<file path="src/rtl/mbox_ctx_pkg.sv">
package mbox_ctx_pkg;

    localparam int DEF_POS_W     = 10;
    localparam int DEF_MAX_ELEMS = 1000;
    localparam int DEF_PRIO_W    = 4;
    localparam int DEF_ADDR_W    = 5;
    localparam int BASE_W        = 36;
    localparam int BASE_HI_W     = BASE_W - 32;

    // register word addresses
    localparam int RA_CTRL     = 0;
    localparam int RA_PRIO     = 1;
    localparam int RA_RESET    = 2;
    localparam int RA_ERR      = 3;
    localparam int RA_DB_STAT  = 4;
    localparam int RA_DB_CLR   = 5;
    localparam int RA_CMD_LO   = 6;
    localparam int RA_CMD_HI   = 7;
    localparam int RA_CMD_SIZE = 8;
    localparam int RA_CMD_TAIL = 9;
    localparam int RA_CMD_HEAD = 10;
    localparam int RA_RSP_LO   = 11;
    localparam int RA_RSP_HI   = 12;
    localparam int RA_RSP_SIZE = 13;
    localparam int RA_RSP_HEAD = 14;
    localparam int RA_RSP_TAIL = 15;

    localparam int NUM_DB = 2;
    localparam int DB_CMD = 0;
    localparam int DB_RSP = 1;

    typedef struct packed {
        logic ring_en;
        logic rsp_ie;
        logic cmd_ie;
        logic en;
    } ctrl_t;

    typedef struct packed {
        logic inc_clamp;
        logic addr_rej;
        logic size_rej;
    } err_t;

    typedef struct packed {
        logic lo;
        logic hi;
        logic size;
        logic host_ptr;
    } qwr_t;

    typedef enum logic [2:0] {
        SEQ_IDLE,
        SEQ_OFF,
        SEQ_CMD,
        SEQ_RSP,
        SEQ_ON
    } seq_state_e;

endpackage

</file>
<file path="src/rtl/mbox_queue_ctl.sv">
module mbox_queue_ctl
    import mbox_ctx_pkg::*;
#(
    parameter int POS_W          = DEF_POS_W,
    parameter int MAX_ELEMS      = DEF_MAX_ELEMS,
    parameter bit HOST_OWNS_TAIL = 1'b1,
    localparam int IDX_W         = POS_W + 1
) (
    input  logic               clk,
    input  logic               rst,
    input  qwr_t               wr,
    input  logic [31:0]        wdata,
    input  logic               dev_adv,
    input  logic [IDX_W-1:0]   dev_amt,
    input  logic               zero_ptrs,
    output logic [IDX_W-1:0]   head,
    output logic [IDX_W-1:0]   tail,
    output logic [BASE_W-1:0]  base,
    output logic [IDX_W-1:0]   size,
    output logic [IDX_W-1:0]   occ,
    output logic               full,
    output logic               empty,
    output logic               size_rej,
    output logic               addr_rej,
    output logic               inc_clamp
);

    logic [IDX_W-1:0]     head_q, tail_q, size_q;
    logic [31:0]          base_lo_q;
    logic [BASE_HI_W-1:0] base_hi_q;
    logic                 size_ok, hi_ok, prog;
    logic [IDX_W-1:0]     limit, amt_eff, dev_ptr, dev_next;

    function automatic logic [IDX_W-1:0] occ_of(input logic [IDX_W-1:0] h,
                                                input logic [IDX_W-1:0] t,
                                                input logic [IDX_W-1:0] sz);
        logic [IDX_W-1:0] hp, tp;
        hp = {1'b0, h[POS_W-1:0]};
        tp = {1'b0, t[POS_W-1:0]};
        if (h[POS_W] == t[POS_W]) return tp - hp;
        return sz - hp + tp;
    endfunction

    function automatic logic [IDX_W-1:0] advance(input logic [IDX_W-1:0] idx,
                                                 input logic [IDX_W-1:0] n,
                                                 input logic [IDX_W-1:0] sz);
        logic [IDX_W:0] sum;
        sum = {2'b00, idx[POS_W-1:0]} + {1'b0, n};
        if (sum >= {1'b0, sz}) begin
            sum = sum - {1'b0, sz};
            return {~idx[POS_W], sum[POS_W-1:0]};
        end
        return {idx[POS_W], sum[POS_W-1:0]};
    endfunction

    assign size_ok  = (wdata != 32'd0) && (wdata <= 32'(MAX_ELEMS));
    assign hi_ok    = (wdata[31:BASE_HI_W] == '0);
    assign size_rej = wr.size && !size_ok;
    assign addr_rej = wr.hi && !hi_ok;
    assign prog     = wr.lo | (wr.hi & hi_ok) | (wr.size & size_ok);

    assign occ   = occ_of(head_q, tail_q, size_q);
    assign empty = (head_q == tail_q);
    assign full  = (head_q[POS_W-1:0] == tail_q[POS_W-1:0]) &&
                   (head_q[POS_W] != tail_q[POS_W]);

    // the side the device owns, and how far it may move
    generate
        if (HOST_OWNS_TAIL) begin : g_dev_head
            assign dev_ptr = head_q;
            assign limit   = occ;
        end else begin : g_dev_tail
            assign dev_ptr = tail_q;
            assign limit   = size_q - occ;
        end
    endgenerate

    assign amt_eff   = (dev_amt > limit) ? limit : dev_amt;
    assign inc_clamp = dev_adv && (dev_amt > limit);
    assign dev_next  = advance(dev_ptr, amt_eff, size_q);

    always_ff @(posedge clk) begin
        if (rst) begin
            head_q    <= '0;
            tail_q    <= '0;
            size_q    <= IDX_W'(MAX_ELEMS);
            base_lo_q <= '0;
            base_hi_q <= '0;
        end else begin
            if (wr.lo)             base_lo_q <= wdata;
            if (wr.hi && hi_ok)    base_hi_q <= wdata[BASE_HI_W-1:0];
            if (wr.size && size_ok) size_q   <= wdata[IDX_W-1:0];
            if (zero_ptrs || prog) begin
                head_q <= '0;
                tail_q <= '0;
            end else if (HOST_OWNS_TAIL) begin
                if (wr.host_ptr) tail_q <= wdata[IDX_W-1:0];
                if (dev_adv)     head_q <= dev_next;
            end else begin
                if (wr.host_ptr) head_q <= wdata[IDX_W-1:0];
                if (dev_adv)     tail_q <= dev_next;
            end
        end
    end

    assign head = head_q;
    assign tail = tail_q;
    assign size = size_q;
    assign base = {base_hi_q, base_lo_q};

endmodule

</file>
<file path="src/rtl/mbox_doorbell.sv">
module mbox_doorbell (
    input  logic clk,
    input  logic rst,
    input  logic set,
    input  logic clr,
    input  logic irq_en,
    input  logic ctx_en,
    output logic status,
    output logic irq
);

    logic status_q;

    // a new ring beats a clear arriving in the same cycle
    always_ff @(posedge clk) begin
        if (rst)      status_q <= 1'b0;
        else if (set) status_q <= 1'b1;
        else if (clr) status_q <= 1'b0;
    end

    assign status = status_q;
    assign irq    = status_q & irq_en & ctx_en;

endmodule

</file>
<file path="src/rtl/mbox_reset_seq.sv">
module mbox_reset_seq
    import mbox_ctx_pkg::*;
(
    input  logic clk,
    input  logic rst,
    input  logic start,
    output logic busy,
    output logic en_off,
    output logic zero_cmd,
    output logic zero_rsp,
    output logic en_on
);

    seq_state_e state_q, state_d;

    always_comb begin
        state_d = state_q;
        unique case (state_q)
            SEQ_IDLE: if (start) state_d = SEQ_OFF;
            SEQ_OFF:  state_d = SEQ_CMD;
            SEQ_CMD:  state_d = SEQ_RSP;
            SEQ_RSP:  state_d = SEQ_ON;
            SEQ_ON:   state_d = SEQ_IDLE;
            default:  state_d = SEQ_IDLE;
        endcase
    end

    always_ff @(posedge clk) begin
        if (rst) state_q <= SEQ_IDLE;
        else     state_q <= state_d;
    end

    assign busy     = (state_q != SEQ_IDLE);
    assign en_off   = (state_q == SEQ_OFF);
    assign zero_cmd = (state_q == SEQ_CMD);
    assign zero_rsp = (state_q == SEQ_RSP);
    assign en_on    = (state_q == SEQ_ON);

endmodule

</file>
<file path="src/rtl/mbox_ctx_regs.sv">
module mbox_ctx_regs
    import mbox_ctx_pkg::*;
#(
    parameter int POS_W     = DEF_POS_W,
    parameter int MAX_ELEMS = DEF_MAX_ELEMS,
    parameter int PRIO_W    = DEF_PRIO_W,
    parameter int ADDR_W    = DEF_ADDR_W,
    localparam int IDX_W    = POS_W + 1
) (
    input  logic              clk,
    input  logic              rst,
    input  logic [ADDR_W-1:0] reg_addr,
    input  logic              reg_wr,
    input  logic [31:0]       reg_wdata,
    output logic [31:0]       reg_rdata,
    input  logic              dev_inc_valid,
    input  logic              dev_inc_sel,
    input  logic [IDX_W-1:0]  dev_inc_amt,
    input  logic              dev_rsp_ring,
    output logic              ctx_enable,
    output logic [PRIO_W-1:0] ctx_priority,
    output logic [BASE_W-1:0] cmd_base,
    output logic [BASE_W-1:0] rsp_base,
    output logic [IDX_W-1:0]  cmd_head,
    output logic [IDX_W-1:0]  cmd_tail,
    output logic [IDX_W-1:0]  rsp_head,
    output logic [IDX_W-1:0]  rsp_tail,
    output logic [IDX_W-1:0]  cmd_occ,
    output logic [IDX_W-1:0]  rsp_occ,
    output logic              cmd_full,
    output logic              cmd_empty,
    output logic              rsp_full,
    output logic              rsp_empty,
    output logic              dev_cmd_irq,
    output logic              host_irq
);

    ctrl_t              ctrl_q;
    err_t               err_q, err_set;
    logic [PRIO_W-1:0]  prio_q;
    qwr_t               cmd_wr, rsp_wr;
    logic [IDX_W-1:0]   cmd_size, rsp_size;
    logic               cmd_size_rej, cmd_addr_rej, cmd_clamp;
    logic               rsp_size_rej, rsp_addr_rej, rsp_clamp;
    logic               seq_start, seq_busy, seq_en_off, seq_zero_cmd, seq_zero_rsp, seq_en_on;
    logic [NUM_DB-1:0]  db_set, db_clr, db_ie, db_st, db_irq;

    function automatic logic hit(input logic w, input logic [ADDR_W-1:0] a, input int ra);
        return w && (a == ADDR_W'(ra));
    endfunction

    // ---------------- control, priority, errors ----------------
    assign seq_start = hit(reg_wr, reg_addr, RA_RESET) && reg_wdata[0] && !seq_busy;

    always_ff @(posedge clk) begin
        if (rst) begin
            ctrl_q <= '0;
            prio_q <= '0;
        end else begin
            if (hit(reg_wr, reg_addr, RA_CTRL)) begin
                ctrl_q.cmd_ie  <= reg_wdata[1];
                ctrl_q.rsp_ie  <= reg_wdata[2];
                ctrl_q.ring_en <= reg_wdata[3];
                if (!seq_busy) ctrl_q.en <= reg_wdata[0];
            end
            if (seq_en_off) ctrl_q.en <= 1'b0;
            if (seq_en_on)  ctrl_q.en <= 1'b1;
            if (hit(reg_wr, reg_addr, RA_PRIO)) prio_q <= reg_wdata[PRIO_W-1:0];
        end
    end

    assign err_set.size_rej  = cmd_size_rej | rsp_size_rej;
    assign err_set.addr_rej  = cmd_addr_rej | rsp_addr_rej;
    assign err_set.inc_clamp = cmd_clamp | rsp_clamp;

    always_ff @(posedge clk) begin
        if (rst) begin
            err_q <= '0;
        end else if (hit(reg_wr, reg_addr, RA_ERR)) begin
            err_q <= (err_q & ~err_t'(reg_wdata[2:0])) | err_set;
        end else begin
            err_q <= err_q | err_set;
        end
    end

    // ---------------- reset sequence ----------------
    mbox_reset_seq u_seq (
        .clk      (clk),
        .rst      (rst),
        .start    (seq_start),
        .busy     (seq_busy),
        .en_off   (seq_en_off),
        .zero_cmd (seq_zero_cmd),
        .zero_rsp (seq_zero_rsp),
        .en_on    (seq_en_on)
    );

    // ---------------- queues ----------------
    assign cmd_wr.lo       = hit(reg_wr, reg_addr, RA_CMD_LO);
    assign cmd_wr.hi       = hit(reg_wr, reg_addr, RA_CMD_HI);
    assign cmd_wr.size     = hit(reg_wr, reg_addr, RA_CMD_SIZE);
    assign cmd_wr.host_ptr = hit(reg_wr, reg_addr, RA_CMD_TAIL);
    assign rsp_wr.lo       = hit(reg_wr, reg_addr, RA_RSP_LO);
    assign rsp_wr.hi       = hit(reg_wr, reg_addr, RA_RSP_HI);
    assign rsp_wr.size     = hit(reg_wr, reg_addr, RA_RSP_SIZE);
    assign rsp_wr.host_ptr = hit(reg_wr, reg_addr, RA_RSP_HEAD);

    mbox_queue_ctl #(
        .POS_W(POS_W), .MAX_ELEMS(MAX_ELEMS), .HOST_OWNS_TAIL(1'b1)
    ) u_cmdq (
        .clk       (clk),
        .rst       (rst),
        .wr        (cmd_wr),
        .wdata     (reg_wdata),
        .dev_adv   (dev_inc_valid && !dev_inc_sel && ctrl_q.en),
        .dev_amt   (dev_inc_amt),
        .zero_ptrs (seq_zero_cmd),
        .head      (cmd_head),
        .tail      (cmd_tail),
        .base      (cmd_base),
        .size      (cmd_size),
        .occ       (cmd_occ),
        .full      (cmd_full),
        .empty     (cmd_empty),
        .size_rej  (cmd_size_rej),
        .addr_rej  (cmd_addr_rej),
        .inc_clamp (cmd_clamp)
    );

    mbox_queue_ctl #(
        .POS_W(POS_W), .MAX_ELEMS(MAX_ELEMS), .HOST_OWNS_TAIL(1'b0)
    ) u_rspq (
        .clk       (clk),
        .rst       (rst),
        .wr        (rsp_wr),
        .wdata     (reg_wdata),
        .dev_adv   (dev_inc_valid && dev_inc_sel && ctrl_q.en),
        .dev_amt   (dev_inc_amt),
        .zero_ptrs (seq_zero_rsp),
        .head      (rsp_head),
        .tail      (rsp_tail),
        .base      (rsp_base),
        .size      (rsp_size),
        .occ       (rsp_occ),
        .full      (rsp_full),
        .empty     (rsp_empty),
        .size_rej  (rsp_size_rej),
        .addr_rej  (rsp_addr_rej),
        .inc_clamp (rsp_clamp)
    );

    // ---------------- doorbells ----------------
    assign db_set[DB_CMD] = cmd_wr.host_ptr && ctrl_q.ring_en;
    assign db_set[DB_RSP] = dev_rsp_ring;
    assign db_ie[DB_CMD]  = ctrl_q.cmd_ie;
    assign db_ie[DB_RSP]  = ctrl_q.rsp_ie;

    generate
        for (genvar i = 0; i < NUM_DB; i++) begin : g_db
            assign db_clr[i] = hit(reg_wr, reg_addr, RA_DB_CLR) && reg_wdata[i];
            mbox_doorbell u_db (
                .clk    (clk),
                .rst    (rst),
                .set    (db_set[i]),
                .clr    (db_clr[i]),
                .irq_en (db_ie[i]),
                .ctx_en (ctrl_q.en),
                .status (db_st[i]),
                .irq    (db_irq[i])
            );
        end
    endgenerate

    // ---------------- readback ----------------
    always_comb begin
        reg_rdata = '0;
        case (reg_addr)
            ADDR_W'(RA_CTRL):     reg_rdata = 32'(ctrl_q);
            ADDR_W'(RA_PRIO):     reg_rdata = 32'(prio_q);
            ADDR_W'(RA_ERR):      reg_rdata = 32'(err_q);
            ADDR_W'(RA_DB_STAT):  reg_rdata = 32'(db_st);
            ADDR_W'(RA_CMD_LO):   reg_rdata = cmd_base[31:0];
            ADDR_W'(RA_CMD_HI):   reg_rdata = 32'(cmd_base[BASE_W-1:32]);
            ADDR_W'(RA_CMD_SIZE): reg_rdata = 32'(cmd_size);
            ADDR_W'(RA_CMD_TAIL): reg_rdata = 32'(cmd_tail);
            ADDR_W'(RA_CMD_HEAD): reg_rdata = 32'(cmd_head);
            ADDR_W'(RA_RSP_LO):   reg_rdata = rsp_base[31:0];
            ADDR_W'(RA_RSP_HI):   reg_rdata = 32'(rsp_base[BASE_W-1:32]);
            ADDR_W'(RA_RSP_SIZE): reg_rdata = 32'(rsp_size);
            ADDR_W'(RA_RSP_HEAD): reg_rdata = 32'(rsp_head);
            ADDR_W'(RA_RSP_TAIL): reg_rdata = 32'(rsp_tail);
            default:              reg_rdata = '0;
        endcase
    end

    assign ctx_enable   = ctrl_q.en;
    assign ctx_priority = prio_q;
    assign dev_cmd_irq  = db_irq[DB_CMD];
    assign host_irq     = db_irq[DB_RSP];

endmodule

</file>
<file path="config.mk">
export PLATFORM = sky130hd
export DESIGN_NAME = mbox_ctx_regs
export DESIGN_NICKNAME = d
export VERILOG_FILES = /design/src/rtl/mbox_ctx_pkg.sv /design/src/rtl/mbox_queue_ctl.sv /design/src/rtl/mbox_doorbell.sv /design/src/rtl/mbox_reset_seq.sv /design/src/rtl/mbox_ctx_regs.sv
export SDC_FILE = /design/constraint.sdc
export NUM_CORES = 1
export LEC_CHECK = 0
export ABC_AREA = 0
export BUFFER_PORTS_ARGS = -buffer_cell sky130_fd_sc_hd__buf_2
export CORE_MARGIN = 5
export CORE_UTILIZATION = 24
export DETAILED_ROUTE_END_ITERATION = 16
export GPL_TIMING_DRIVEN = 1
export RECOVER_POWER = 100
export SYNTH_ARGS = -nofsm -noshare
export SYNTH_HDL_FRONTEND = slang
export SYNTH_SLANG_ARGS = --single-unit
</file>
<file path="constraint.sdc">
create_clock -name clk -period 12.9 [get_ports clk]
set_clock_uncertainty 0.05 [all_clocks]
set_input_delay 0.645 -clock clk [delete_from_list [all_inputs] [get_ports clk]]
set_output_delay 0.645 -clock clk [all_outputs]
set_load 0.02 [all_outputs]
</file>
==> summary.md <==
| Metric | Value |
|---|---|
| P&R area growth vs syn | 17.39% |
| Synth cell types | 72 |
| Yosys top cell area share | 25.10% |
| Crit. End Element | flip-flop |
| Final wirelength | 51390 um |
| Critical path arrival | 11070 ps |
| Fin nets | 1994 |
| Reg-to-reg setup timing slack | 2050 ps |
| Post-route ant nets | 0 |
| Hold wc startpoint | dev_rsp_ring |
| CTS tree | yes |
| Slew of the pin with the lowest slew margin | 2915 ps |
| Violated checks | capacitance limit, slew limit |
| Max-Cap Viols | 7 |
| CTS sink cnt | 154 |
| Highest attainable clock frequency | 92.18 MHz |
| GP Congestion | 0.9120 |
| Routed vias | 12590 |
| Synth Instances | 1607 |
| Syn avg cell area | 7.642 sq um |
| Insertion delay to the later sink of the worst-skew pair | 430 ps |
| Most frequent cell after synthesis | nand2_1 |
| Most used flip-flop cell after synthesis | dfxtp_1 |
| Initial DRT Pass Iterations | 7 |
| Syn nets | 1803 |
| Yosys warning total | 0 |
| Clk buf depth | 2 |
| Adder-Cell Fraction of Synth Area | 16.12% |
| Largest family of logic cells by synthesized area | compound AO/OA/AOI/OAI gates |
| PwrDens | 93.29 nW/um^2 |
| Crit-path slowest cell | a211oi_1 |
| Crit path time final | 10850 ps |
| First DRT Iteration DRCs | 1280 |
| WS Path Type | reg -> reg |
| Num ports | 235 |
| CP peak stage delay | 620 ps |
| Drt drc | 0 |
| Slew Viols, Final | 274 |
| Peak fanout along the critical path | 14 |
| First-pass GRT wire length | 76890 um |
| Largest net degree at the start of global routing | 64 |
| Die Wd | 236.2 um |
| CP Data Required Time | 13120 ps |
| Setup violators final | 0 |
| DP Worst Slack | 2479 ps |
| Tcrit/Tclk final | 84.10% |
| Reg clk slew, reported paths | 70 ps |
| Unrepaired setup endpoints after global routing | no |
| Die height | 236.2 um |
| Most common cell on crit path | a21oi_1 |
| Final Hold Fails | 0 |
| PortBufs | 234 |
| Largest cells by area after synthesis | dfxtp_1 25%, ha_1 12%, nand2_1 7.9% |
| Post-synth ARST share | 0% |
| Setup Buffers After CTS | 0 |
| Worst VDD drop | 0.00009421 V |
| Post-synth top area cell | dfxtp_1 |
| Post-CTS Resized | 0 |
| R2R Path Start | u_rspq.tail[1] |
| Vias/cell | 5.048 |
| Share of layout cells above drive strength 1 | 6.295% |
| DR WL/cell | 20.61 um |
| Hpwl dp | 41510 um |
| Post-Synth Simple-Gate Area | 19.45% |
| Post-CTS Hold Fix Bufs | 0 |
| Rel. slew slack | -94.32% |
| Remaining Overflow, GRT | 0 |
| Post-Syn Area | 12280 sq um |
| Synth Area in XOR/XNOR | 5.196% |
| Setup TNS | 0 ps |
| Placed cell areas | 14090 sq um |
| # fillers | 5587 |
| Seq cells post-synth | 154 |
| Die area | 55790 sq um |
| CTS buffer count | 17 |
| Startpoint Class | flip-flop |
| Final setup margin | 2051 ps |
| Multiplexer share of the synthesized area | 4.289% |
| Post-synth top cells | 257 x nand2_1, 169 x a21oi_1, 155 x inv_1 |
| Initial antenna violation count | 5 |
| Run status | finished, violations left |
| Clock Root Buffer | clkbuf_16 |
| Leakage power total | 5.681 nW |
| Initial Util | 24.08% |
| Post-synth EDFFs | 0 |
| HP Class | in -> reg |
| Post-route cell area | 14420 sq um |
| Post-synthesis sequential area ratio | 25.10% |
| Core area | 50990 sq um |
| Vias in the first global route | 12250 |
| H-tree depth | 4 |
| Num rows | 83 |
| Worst setup path start | u_rspq.tail[1] |
| Synth Area in Compound Gates | 22.47% |
| GRT Total Usage | 17.64% |
flip-flops by register name, summed over array words and instances (netlist names), 11 cells and up:
name and cells:
u_cmdq.base_lo_q 32, u_cmdq.head 11, u_rspq.head 11, u_rspq.tail 11, u_cmdq.size 11, u_rspq.base_lo_q 32
u_rspq.size 11, u_cmdq.tail 11
logic make-up (layout without fill, tap and decap cells):
| logic type | Yosys count | in the layout |
|---|---|---|
| AND/OR/NAND/NOR | 533 | 533 |
| AO/OA/AOI/OAI | 424 | 424 |
| buffers and inverters | 230 | 434 |
| flip-flops | 154 | 154 |
| adder cells (fa/ha/maj) | 142 | 142 |
| XOR/XNOR | 72 | 72 |
| multiplexers | 52 | 52 |
| other | 0 | 2 |
layer usage:
metal | part of all wire [%] | track usage [%] | vias to the layer above | wire length (um)
met5 | 0.066 | 0 | - | 34
li1 | - | - | 5996 | -
met4 | 1.5 | 3.358 | 6 | 775
met3 | 9.9 | 4.782 | 48 | 5089
met2 | 45 | 28.75 | 576 | 23320
met1 | 43 | 23.68 | 5959 | 22170
metrics by stage:
stage	power, mW	instances	hold slack, ps	utilization (%)
5_1_grt	1.402	2491	400.7	28.26
6_report	1.345	2493	394.4	28.27
4_1_cts	1.353	2491	385.2	28.85
3_3_place_gp	0.8143	2459	405.3	27.64
2_1_floorplan	0.7302	1607	394.4	-
3_5_place_dp	0.8202	2459	414.4	27.64
cell usage in the layout (no fill, tap or decap), types with 15 or more instances in the layout:
master	n
nor2_1	116
xnor2_1	46
buf_2	52
inv_1	155
xor2_1	25
clkbuf_16	17
dfxtp_1	154
nand2_1	258
a222oi_1	17
mux2i_1	47
ha_1	115
a21o_1	25
a21oi_1	171
a22o_1	23
nand4_1	23
o21ai_0	65
nor3_1	18
nand3_1	30
fa_1	27
a211oi_1	21
nor2b_1	15
clkbuf_1	192
path summary, 6_finish.rpt:
check | end | cells past startpoint
worst max-delay path | u_rspq.tail[9] | 42
worst min register to register | u_cmdq.base_lo_q[15] | 2
worst min-delay path | g_db[1].u_db.status | 3
worst max register to register | u_rspq.tail[9] | 42
power breakdown:
| part | internal [mW] | switching [mW] |
|---|---|---|
| registers | 0.478 | 0.00448 |
| clock network | 0.317 | 0.218 |
| logic | 0.123 | 0.205 |
area by class of cell:
cell class / count / area (sq um) / area share [%]
multi-input cells: 1223 / 8270 / 57.37
repair buffers: 247 / 1007 / 6.987
flip-flops and latches: 154 / 3083 / 21.39
clock buffers: 20 / 456.7 / 3.168
well taps: 680 / 850.8 / 5.902
inverters: 155 / 581.8 / 4.036
diodes: 2 / 5.005 / 0.03472
clock inverters: 12 / 161.4 / 1.120
critical path, delay by kind of cell (launching register included):
family	cells	cell delay, ps
compound gates	22	4970
xor+xnor	2	410
fa+ha+maj	7	2330
buf+inv	4	660
flops	1	510
simple gates	7	1750
Power figures use the tool's default switching activity.
